--- src/rtl/wdt_pkg.sv ---
package wdt_pkg;
  typedef enum logic {
    OWNER_TIMER = 1'b0,
    OWNER_WDT   = 1'b1
  } scaler_owner_e;
endpackage

--- src/rtl/wdt_base_counter.sv ---
module wdt_base_counter #(
  parameter int BASE_W = 9
) (
  input  logic clk,
  input  logic rst_n,
  input  logic en,
  input  logic osc_tick,
  input  logic restart,
  output logic ovf
);
  logic [BASE_W-1:0] cnt_q;
  logic              step;

  assign step = en && osc_tick && !restart;
  assign ovf  = step && (cnt_q == {BASE_W{1'b1}});

  always_ff @(posedge clk or negedge rst_n) begin
    if (!rst_n)       cnt_q <= '0;
    else if (restart) cnt_q <= '0;
    else if (step)    cnt_q <= cnt_q + 1'b1;
  end
endmodule

--- src/rtl/wdt_scaler.sv ---
module wdt_scaler
  import wdt_pkg::*;
#(
  parameter int SCALE_W = 8,
  parameter int SEL_W   = 3
) (
  input  logic             clk,
  input  logic             rst_n,
  input  scaler_owner_e    owner,
  input  logic [SEL_W-1:0] sel,
  input  logic             tmr_src,
  input  logic             wdt_evt,
  input  logic             restart,
  output logic             tmr_tick,
  output logic             wdt_hit
);
  localparam int TAPS = 1 << SEL_W;

  logic [SCALE_W-1:0] cnt_q;
  logic [TAPS-1:0]    wdt_full;
  logic [TAPS-1:0]    tmr_full;
  logic               evt;
  logic               clear;

  // Tap i for the watchdog is reached when the low i bits are all ones;
  // for the timer the low i+1 bits must be all ones.
  for (genvar i = 0; i < TAPS; i++) begin : g_tap
    localparam logic [SCALE_W-1:0] WMASK = SCALE_W'((1 << i) - 1);
    localparam logic [SCALE_W-1:0] TMASK = SCALE_W'((2 << i) - 1);
    assign wdt_full[i] = (cnt_q & WMASK) == WMASK;
    assign tmr_full[i] = (cnt_q & TMASK) == TMASK;
  end

  assign clear = restart && (owner == OWNER_WDT);
  assign evt   = (owner == OWNER_WDT) ? wdt_evt : tmr_src;

  always_ff @(posedge clk or negedge rst_n) begin
    if (!rst_n)     cnt_q <= '0;
    else if (clear) cnt_q <= '0;
    else if (evt)   cnt_q <= cnt_q + 1'b1;
  end

  assign wdt_hit  = (owner == OWNER_WDT) && wdt_evt && wdt_full[sel];
  assign tmr_tick = (owner == OWNER_WDT) ? tmr_src : (tmr_src && tmr_full[sel]);
endmodule

--- src/rtl/wdt_timeout_ctrl.sv ---
module wdt_timeout_ctrl
  import wdt_pkg::*;
(
  input  logic          clk,
  input  logic          rst_n,
  input  scaler_owner_e owner,
  input  logic          base_ovf,
  input  logic          scaler_hit,
  input  logic          asleep,
  input  logic          restart,
  output logic          rst_pulse,
  output logic          wake_pulse,
  output logic          to_n
);
  logic expire;

  assign expire = (owner == OWNER_WDT) ? scaler_hit : base_ovf;

  always_ff @(posedge clk or negedge rst_n) begin
    if (!rst_n) begin
      rst_pulse  <= 1'b0;
      wake_pulse <= 1'b0;
      to_n       <= 1'b1;
    end else begin
      rst_pulse  <= expire && !asleep;
      wake_pulse <= expire && asleep;
      if (restart)     to_n <= 1'b1;
      else if (expire) to_n <= 1'b0;
    end
  end
endmodule

--- src/rtl/wdt_shared_scaler.sv ---
module wdt_shared_scaler
  import wdt_pkg::*;
#(
  parameter int BASE_W  = 9,
  parameter int SCALE_W = 8,
  parameter int SEL_W   = 3
) (
  input  logic             clk,
  input  logic             rst_n,
  input  logic             cfg_en,
  input  logic             osc_tick,
  input  logic             tmr_src,
  input  logic             scaler_owner,
  input  logic [SEL_W-1:0] ratio,
  input  logic             clr_strobe,
  input  logic             sleep_strobe,
  input  logic             asleep,
  output logic             osc_en,
  output logic             tmr_tick,
  output logic             wdt_reset,
  output logic             wdt_wake,
  output logic             to_n
);
  scaler_owner_e owner;
  logic          restart;
  logic          base_ovf;
  logic          scaler_hit;

  assign owner   = scaler_owner_e'(scaler_owner);
  assign restart = clr_strobe || sleep_strobe;
  assign osc_en  = cfg_en;

  wdt_base_counter #(.BASE_W(BASE_W)) u_base (
    .clk      (clk),
    .rst_n    (rst_n),
    .en       (cfg_en),
    .osc_tick (osc_tick),
    .restart  (restart),
    .ovf      (base_ovf)
  );

  wdt_scaler #(.SCALE_W(SCALE_W), .SEL_W(SEL_W)) u_scaler (
    .clk      (clk),
    .rst_n    (rst_n),
    .owner    (owner),
    .sel      (ratio),
    .tmr_src  (tmr_src),
    .wdt_evt  (base_ovf),
    .restart  (restart),
    .tmr_tick (tmr_tick),
    .wdt_hit  (scaler_hit)
  );

  wdt_timeout_ctrl u_ctrl (
    .clk        (clk),
    .rst_n      (rst_n),
    .owner      (owner),
    .base_ovf   (base_ovf),
    .scaler_hit (scaler_hit),
    .asleep     (asleep),
    .restart    (restart),
    .rst_pulse  (wdt_reset),
    .wake_pulse (wdt_wake),
    .to_n       (to_n)
  );
endmodule

--- config.mk ---
export PLATFORM = sky130hd
export DESIGN_NAME = wdt_shared_scaler
export DESIGN_NICKNAME = d
export VERILOG_FILES = /design/src/rtl/wdt_pkg.sv /design/src/rtl/wdt_base_counter.sv /design/src/rtl/wdt_scaler.sv /design/src/rtl/wdt_timeout_ctrl.sv /design/src/rtl/wdt_shared_scaler.sv
export SDC_FILE = /design/constraint.sdc
export NUM_CORES = 1
export LEC_CHECK = 0
export BUFFER_PORTS_ARGS = -buffer_cell sky130_fd_sc_hd__buf_2
export CAP_MARGIN = 40
export CORE_MARGIN = 2
export CORE_UTILIZATION = 25
export DETAILED_ROUTE_END_ITERATION = 8
export PLACE_DENSITY = 0.49
export SYNTH_ARGS = -nofsm -noshare
export SYNTH_HDL_FRONTEND = slang
export SYNTH_SLANG_ARGS = --single-unit
--- constraint.sdc ---
create_clock -name clk -period 2.54 [get_ports clk]
set_input_delay 0 -clock clk [delete_from_list [all_inputs] [get_ports clk]]
set_output_delay 0 -clock clk [all_outputs]
set_load 0.02 [all_outputs]
# Word level (Yosys, flattened, before mapping)
# Index checks and enable logic that the tools add are counted.
dict set report totals {
  reg_bits 20
  in_bits 12
  output_inout_bits 5
}
dict set report classes {
  add_sub_neg 2
  magnitude_cmp 1
  n_eq_ne 8
  n_mux 13
  n_reduce_logical 15
}
# op count
set op_table {}
lappend op_table {{2-to-1 mux 9 bit} 2}
lappend op_table {{2-to-1 mux 8 bit} 2}
lappend op_table {{adder 9 x 1 -> 9 bit (second input constant)} 1}
lappend op_table {{equality test 9 bit (second input constant)} 1}
lappend op_table {{logical AND 1 bit} 9}
lappend op_table {{adder 8 x 1 -> 8 bit (second input constant)} 1}
lappend op_table {{equality test 8 bit (second input constant)} 1}
lappend op_table {{equality test 7 bit (second input constant)} 1}
lappend op_table {{2-to-1 mux 1 bit} 7}
lappend op_table {{binary-select mux 1 bit (select 3 bit)} 2}
lappend op_table {{equality test 6 bit (second input constant)} 1}
lappend op_table {{nonzero test 2 bit} 3}
lappend op_table {{equality test 5 bit (second input constant)} 1}
lappend op_table {{equality test 4 bit (second input constant)} 1}
lappend op_table {{< comparator 3 x 4 -> 1 bit (second input constant)} 1}
lappend op_table {{equality test 3 bit (second input constant)} 1}
lappend op_table {{equality test 2 bit (second input constant)} 1}
lappend op_table {{zero test 1 bit} 2}
lappend op_table {{logical OR 1 bit} 1}

# Depth between registers and ports, before layout
# Gate-level depths: netlist of run 1.
dict set report logic_depth {
  word_depth 9
  ltp_mapped 8
  depth_no_buf 7
}

# By module
# From an unflattened synthesis of run 1, not the netlist that was laid out.
dict set report unflattened {
  hier_cells 124
  hier_area_um2 1199.9
}
# mod n_inst cells_each area_per_inst_um2 seq_area_each_um2
set by_module_without_submodules {}
lappend by_module_without_submodules {wdt_scaler 1 67 625.6 200.2}
lappend by_module_without_submodules {wdt_base_counter 1 48 456.7 225.2}
lappend by_module_without_submodules {wdt_timeout_ctrl 1 7 103.8 76.3}
lappend by_module_without_submodules {wdt_shared_scaler 1 2 13.8 0.0}

# Worst setup path before layout of run 1
# Ideal clock, no wire load.
dict set report synth_timing {
  kind {register to register}
  startpoint {register u_base.cnt_q[0]}
  endpoint {register u_scaler.cnt_q[7]}
  setup_time_ns 0.077
  t_arrival_ns 1.633
  slack_ns 0.829
  path_stages_with_launch 8
  path_buffers 0
  period_less_slack_ns 1.711
  cell_sequence {dfrtp_1 ha_1 nand3_1 nor2_1 ha_1 a41oi_4 or4_1 a21oi_1}
}
dict set report synth_between {
  elab_chain_cells 4
}
# item line
set synth_rtl {}
lappend synth_rtl {{from (decl)} wdt_base_counter.sv:11} ;# logic [BASE_W-1:0] cnt_q;
lappend synth_rtl {{from (signal assigned)} wdt_base_counter.sv:20} ;# else if (step) cnt_q <= cnt_q + 1'b1;
lappend synth_rtl {{equality test 9 bit} wdt_base_counter.sv:15} ;# assign ovf = step && (cnt_q == {BASE_W{1'b1}});
lappend synth_rtl {{logical AND 1 bit} wdt_base_counter.sv:15}
lappend synth_rtl {{2-to-1 mux 1 bit} wdt_scaler.sv:35} ;# assign evt = (owner == OWNER_WDT) ? wdt_evt : tmr_src;
lappend synth_rtl {{nonzero test 2 bit (no source line)} -}
lappend synth_rtl {{to (signal assigned)} wdt_scaler.sv:40} ;# else if (evt) cnt_q <= cnt_q + 1'b1;
lappend synth_rtl {{to (decl)} wdt_scaler.sv:19} ;# logic [SCALE_W-1:0] cnt_q;
# No other way between the ends.
# A chain may end at the register's enable or synchronous reset.

# Worst setup path after layout of run 1
dict set report layout_timing {
  startpoint {register u_scaler.cnt_q[0]}
  endpoint {output port tmr_tick}
}
dict set report layout_between {
  elab_chain_cells 5
  word_cells_on_any_way 11
}
# item line
set layout_rtl {}
lappend layout_rtl {{equality test 8 bit (tied with other cells)} wdt_scaler.sv:31} ;# assign tmr_full[i] = (cnt_q & TMASK) == TMASK;
lappend layout_rtl {{binary-select mux 1 bit (select 3 bit) *} wdt_scaler.sv:44} ;# assign tmr_tick = (owner == OWNER_WDT) ? tmr_src : (tmr_src && tmr_full[sel]);
lappend layout_rtl {{2-to-1 mux 1 bit (implied by the code) *} wdt_scaler.sv:44}
lappend layout_rtl {{logical AND 1 bit *} wdt_scaler.sv:44}
lappend layout_rtl {{2-to-1 mux 1 bit *} wdt_scaler.sv:44}
lappend layout_rtl {{to (decl)} wdt_shared_scaler.sv:19} ;# output logic tmr_tick,
# Mark *: on every way between the ends. The rest lies on a longest branch, timed or not. The select of a mux whose other input is x is not followed.

==> results of run 1 <==
## flip-flops by register name, indices dropped and copies added, names as in the netlist
register           flops
u_ctrl.to_n            1
u_scaler.cnt_q         8
u_ctrl.wake_pulse      1
u_ctrl.rst_pulse       1
u_base.cnt_q           9
## power groups by stage
stage,sequential (mW),combinational [mW],clock [mW]
after floorplan,0.335,0.0435,0
after global placement,0.335,0.0668,0
after detailed placement,0.335,0.0671,0
after CTS,0.329,0.0699,0.334
after global routing,0.331,0.0785,0.348
final,0.329,0.0685,0.324
## kinds of logic (layout without fill, tap and decap cells)
kind of cell / Yosys count / count (layout) / synth area share
muxes: 4 / 4 / 0.0344
AOI/OAI and AO/OA: 23 / 23 / 0.151
and+or+nand+nor: 57 / 57 / 0.241
xor gates and xnor gates: 7 / 7 / 0.0527
buffers and inverters: 7 / 23 / 0.0355
DFF: 20 / 20 / 0.432
adders and majority gates: 5 / 5 / 0.0538
## per-stage QoR
step           power (mW)  setup slack (ns)  utilization
4_1_cts             0.733             0.407        0.308
5_1_grt             0.757             0.250        0.308
6_report            0.722             0.418        0.308
3_5_place_dp        0.403             0.421        0.288
2_1_floorplan       0.378             0.829            -
3_3_place_gp        0.402             0.474        0.288
## synthesized netlist by cell type, types with 2 or more instances
cell / instances / area (sq um)
xnor2_1: 3 / 26.3
nand4_1: 4 / 25.0
nor3_1: 3 / 15.0
buf_4: 2 / 15.0
o211ai_1: 3 / 22.5
a21oi_1: 7 / 35.0
xor2_1: 4 / 35.0
and2_1: 2 / 12.5
ha_1: 5 / 62.6
or3_1: 2 / 12.5
clkbuf_1: 3 / 11.3
o31ai_1: 5 / 37.5
nand2_1: 13 / 48.8
mux2i_1: 4 / 40.0
nand3_1: 6 / 30.0
o21ai_0: 2 / 10.0
dfrtp_1: 19 / 475
nor2b_1: 3 / 18.8
and3_1: 4 / 25.0
nor2_1: 15 / 56.3
## worst paths after layout
check / end / cells past startpoint / slack (ns)
setup / recovery: tmr_tick / 7 / 0.42
hold / removal: u_base.cnt_q[1]$_DFFE_PN0P_ / 4 / 0.13
setup reg to reg: u_scaler.cnt_q[7]$_DFFE_PN0P_ / 7 / 0.43
hold reg to reg: u_base.cnt_q[8]$_DFFE_PN0P_ / 2 / 0.54
max in group asynchronous: u_ctrl.to_n$_DFFE_PN1P_ / 2 / 1.99
min in group asynchronous: u_base.cnt_q[5]$_DFFE_PN0P_ / 2 / 0.21
## final cells by class
type                            instances  area [sq um]
Fill cell                             462          3050
Multi-Input combinational cell         96           619
Sequential cell                        20           502
Timing Repair Buffer                   18           100
Tap cell                               52          65.1
Clock buffer                            3          41.3
Clock inverter                          1          30.0
Inverter                                1          3.75
## worst reg2reg max path, cell delays in order, from the launching register on
cell     delay (ns)
dfrtp_1        0.40
ha_1           0.24
nand3_1        0.09
nor2_1         0.13
ha_1           0.24
a41oi_4        0.25
or4_1          0.54
a21oi_1        0.15
## routing by layer
metal | global-route usage | part of all wire | vias up
met3 | 0.0306 | 0.043 | 6
met1 | 0.125 | 0.44 | 442
met4 | 0.0461 | 0.020 | 0
li1 | - | - | 477
met2 | 0.175 | 0.49 | 19
met5 | 0 | 0 | -
## what timing repair did
action,in CTS,in global routing
buffers inserted,0,0
hold buffers,2,0
hold endpoints to repair,21,0
==> summary.txt, run 1 <==
syn_nets - 140
Crit path required time - 2.54 ns
CTS tree - built
PD cells - 530 mW/mm^2
Seq/Total Area, Yosys - 0.432
Via density - 4.94
ant diodes - 0
drt first-iter violations - 39
CTS H-tree lvls - 1
sw frac - 0.224
Core Area - 0.00441 sq mm
crit-path max FO - 7
crit path launch type - flip-flop
Netlist cell types - 34
vias in the first global route - 905
Buf+Inv Stages, Crit Path - 1
Logic pwr share - 0.095
Hold Path Origin - osc_tick
RR Startpoint - u_base.cnt_q[0]$_DFFE_PN0P_
largest net degree at the start of global routing - 21
Final setup viols - 0
clock power share - 0.449
clk_lat worst skew - 0.26 ns
first-pass GRT wire length - 4230 um
Hold Crit Class - in -> reg
starting density of the core - 0.263
Max Buffers Root-to-Sink - 2
max-cap check violation count - 0
CP max-delay cell - dfrtp_1
Detailed Place HPWL - 1870 um
layout cells sized above 1 - 0.165
CTS Buf Count - 3
critical path launch point - u_scaler.cnt_q[0]$_DFFE_PN0P_
Hold Vio Cnt, Final - 0
prevailing post-synth register cell - dfrtp_1
die height - 72.2 um
Max Slew Vio Count - 0
commonest non-fill, non-tap cell in the layout - dfrtp_1
final WL - 2490 um
Die Area - 0.00521 sq mm
period utilisation layout - 0.835
synth warn - 0
fmax - 471 MHz
Wirelength per Cell - 13.1 um
Port Buffer Count - 16
GRT Total Usage - 0.105
critical path's top delay family - compound AO/OA/AOI/OAI gates
clock sinks - 20
initial antenna violation count - 0
Cell Rows - 24
Post-Layout Cell Count - 191
Slew @ Worst Pin - 0.457 ns
leak pwr - 0.606 nW
commonest cells after routing, fill and taps aside - dfrtp_1, buf_2, nor2_1
min cycle time layout - 2.12 ns
Final Wtd Congestion - 0.878
sequential power share - 0.456
number of synthesized register bits - 20
clk_skew - 0.00330 ns
relative slew slack - 0.694
Die W - 72.2 um
Placed Cells - 185
peak supply drop - 0.243 mV
layout overhead on the synthesized area - 17.1%
Setup Crit Path Kind - reg -> out
Worst EP arrival - 2.12 ns
switching pwr - 0.162 mW
grt total ovfl - 0
Ports - 17
status - complete, no violations
RSZ-0062 raised after global routing - no
drt pass-1 iters - 4
Int Power - 0.560 mW
Synth Cell Area - 0.00116 sq mm
final hold slack - 0.131 ns
via count - 944
clk root buf - clkbuf_8
post-cts resize count - 0
NumNets Final - 157
cells after synthesis - 123
Synth async-reset ratio - 1.00
post-route cell area - 0.00136 sq mm
crit-path cells - ha_1 > and3_1 > ha_1 > o311ai_0 > a21oi_1 > a22o_1 > buf_2
Post-synth EDFFs - 0
Routed Antenna Nets - 0
DP Area - 0.00127 sq mm
Avg Synthesized Cell Area - 9.45 sq um
clock slew seen by the registers of the worst setup and hold paths - 0.08 ns
Worst Setup End Kind - output port
Final TNS setup - 0 ns
drc violations - 0
Most common cell on crit path - ha_1
slowest stage delay, CP - 0.43 ns
No activity file was read; power rests on OpenSTA's default activity.
==> run 2: changes to the inputs <==
--- a/config.mk
+++ b/config.mk
@@ -10,7 +10,7 @@
 export CORE_MARGIN = 2
 export CORE_UTILIZATION = 25
 export DETAILED_ROUTE_END_ITERATION = 8
-export PLACE_DENSITY = 0.49
+export PLACE_DENSITY = 0.51
 export SYNTH_ARGS = -nofsm -noshare
 export SYNTH_HDL_FRONTEND = slang
 export SYNTH_SLANG_ARGS = --single-unit
==> constraint.sdc (replaced) <==
create_clock -name clk -period 1.7 [get_ports clk]
set_input_delay 0 -clock clk [delete_from_list [all_inputs] [get_ports clk]]
set_output_delay 0 -clock clk [all_outputs]
set_load 0.02 [all_outputs]
==> run 2 against run 1 <==
Net effect:
- the flow now finishes with violations (setup timing)
- clock-buffer cell count is the same
- flip-flop and latch count did not move
- critical path depth increased by 1
- critical endpoint unchanged
- largest cell class unchanged
==> summary.txt, run 2 (synthesis results as in run 1) <==
crit path launch type - flip-flop
Max Buffers Root-to-Sink - 2 (unchanged)
setup ws final - -0.193 ns (-0.611 ns)
CTS Buf Count - 3 (unchanged)
status - finished, violations left
clock slew seen by the registers of the worst setup and hold paths - 0.08 ns (about the same)
Filler Cells Inserted - 450 (-2.6%)
DP Area - 0.00139 sq mm (+9.3%)
starting density of the core - 0.263 (unchanged)
Die Area - 0.00521 sq mm (unchanged)
layout overhead on the synthesized area - 35.4%
RSZ-0062 raised after global routing - yes
Setup Crit Path Kind - reg -> out
CTS H-tree lvls - 1 (unchanged)
post-route cell area - 0.00157 sq mm (+16%)
first-pass GRT wire length - 4490 um (+6.2%)
Reg2Reg Setup Slack - -0.12 ns (-0.55 ns)
RR Startpoint - u_base.cnt_q[1]$_DFFE_PN0P_
GRT Total Usage - 0.107 (+0.00201)
Min-Delay Endpoint - u_base.cnt_q[8]$_DFFE_PN0P_
clk root buf - clkbuf_8
slowest stage delay, CP - 0.39 ns (-0.04 ns)
crit-path cells - ha_2 > buf_4 > buf_4 > nand3b_1 > a21oi_1 > or3_1 > a22o_1 > buf_6
max reg flops - 9 (unchanged)
Crit path required time - 1.70 ns (-0.84 ns)
Worst EP arrival - 1.89 ns (-0.23 ns)
drc violations - 0 (unchanged)
grt total ovfl - 0 (unchanged)
NumNets Final - 176 (+12%)
ant diodes - 0 (unchanged)
Final Wtd Congestion - 0.863 (-1.6%)
relative slew slack - 0.687 (-0.00756)
commonest non-fill, non-tap cell in the layout - dfrtp_1
worst slack, placed - -0.115 ns (-0.536 ns)
clk_skew - 0.00511 ns (+0.00181 ns)
die height - 72.2 um (unchanged)
via count - 1,045 (+11%)
fmax - 528 MHz
global routing's busiest layer - met2
Ports - 17 (unchanged)
Hold Vio Cnt, Final - 0 (unchanged)
largest net degree at the start of global routing - 21 (unchanged)
Via density - 4.98 (+0.68%)
drt first-iter violations - 41 (+5.1%)
GR Layer Usage met2 - 0.196 (+0.0204)
Hold Path Origin - osc_tick
max-cap check violation count - 0 (unchanged)
min cycle time layout - 1.89 ns
violated checks - setup timing
layout cells sized above 1 - 0.354 (+0.189)
clk_lat worst skew - 0.26 ns (about the same)
PD cells - 702 mW/mm^2 (+33%)
Slew @ Worst Pin - 0.470 ns (+0.0128 ns)
WHS Path Cells - 4 (unchanged)
vias in the first global route - 1,017 (+12%)
met3 usage - 0.0264 (-0.00417)
critical path's top delay family - simple AND/OR/NAND/NOR gates
drt pass-1 iters - 4 (unchanged)
Top reg by flops - u_base.cnt_q
worst reg2reg path depth - 7 (unchanged)
CP max-delay cell - dfrtp_1
Routed Antenna Nets - 0 (unchanged)
final WL - 2740 um (+10%)
peak supply drop - 0.339 mV (+39%)
leak pwr - 0.696 nW (+15%)
Final setup viols - 2 (+2)
Most common cell on crit path - buf_4
initial antenna violation count - 0 (unchanged)
M1 GR Usage - 0.129 (+0.00334)
reg2reg end - u_scaler.cnt_q[7]$_DFFE_PN0P_
Top Registers - u_base.cnt_q x9, u_scaler.cnt_q x8
commonest cells after routing, fill and taps aside - dfrtp_1, buf_4, buf_2
Power Total - 1.11 mW (+53%)
Core Area - 0.00441 sq mm (unchanged)
Cell Rows - 24 (unchanged)
Hold Crit Class - in -> reg
crit-path max FO - 3 (-4)
Max Slew Vio Count - 0 (unchanged)
Worst Setup End Kind - output port
Final TNS setup - -0.309 ns (-0.309 ns)
CTS tree - built
period utilisation layout - 1.11
Wirelength per Cell - 13.1 um (about the same)
Port Buffer Count - 16 (unchanged)
Buf+Inv Stages, Crit Path - 3 (+2)
post-layout util - 0.357 (+0.0482)
Detailed Place HPWL - 1980 um (+6.2%)
clock sinks - 20 (unchanged)
Die W - 72.2 um (unchanged)
==> run 2: cell count changes in the layout (fill, tap and decap cells not counted), sizes merged <==
cell	before	now
buf	16	35
==> run 2: where the power goes <==
group | switching, mW | internal [mW]
sequential | 0.00511 | 0.483
clock | 0.162 | 0.314
combinational | 0.0776 | 0.0639
==> run 2: repair_timing <==
action / in CTS / in global routing
hold buffers: 2 / 0
gates cloned: 0 / 1
gates resized for setup: 6 / 13
buffers inserted: 1 / 2
setup endpoints to repair: 5 / 12
pin swaps: 5 / 4
endpoints found under the hold margin: 21 / 0
==> run 2: how the worst max path moves through the flow <==
stage / from / endpoint / depth (start not counted)
2_1_floorplan: u_base.cnt_q[0]$_DFFE_PN0P_ / u_scaler.cnt_q[7]$_DFFE_PN0P_ / 7
3_3_place_gp: u_scaler.cnt_q[0]$_DFFE_PN0P_ / u_ctrl.to_n$_DFFE_PN1P_ / 8
3_5_place_dp: u_scaler.cnt_q[0]$_DFFE_PN0P_ / u_ctrl.to_n$_DFFE_PN1P_ / 8
4_1_cts: u_scaler.cnt_q[1]$_DFFE_PN0P_ / tmr_tick / 7
5_1_grt: u_scaler.cnt_q[1]$_DFFE_PN0P_ / tmr_tick / 7
6_report: u_scaler.cnt_q[1]$_DFFE_PN0P_ / tmr_tick / 8
==> run 2: worst min-delay path, cell delays in order <==
cell and delay [ns]:
buf_2 0.08, nand2_1 0.12, nand2_1 0.10, a21oi_1 0.05
==> run 2: per-layer routing <==
metal / vias to the layer above / routed length, um
li1: 513 / -
met1: 502 / 1190
met2: 28 / 1420
met3: 2 / 127
met4: 0 / 6
met5: - / 0
==> run 2: stage by stage <==
stage | std cells | hold WS, ns
3_5_place_dp | 200 | -0.0156
4_1_cts | 207 | 0.137
6_report | 210 | 0.138
2_1_floorplan | 123 | -0.296
5_1_grt | 210 | 0.163
3_3_place_gp | 200 | -0.0289
==> run 2: area by class of cell <==
class / instances / area, sq um / share of cell area
clock buffer: 3 / 41.3 / 0.0262
inverter: 1 / 3.75 / 0.00238
multi-input combinational: 96 / 676 / 0.429
clock inverter: 1 / 30.0 / 0.0191
timing repair buffer: 37 / 256 / 0.163
tap: 52 / 65.1 / 0.0413
sequential: 20 / 502 / 0.319
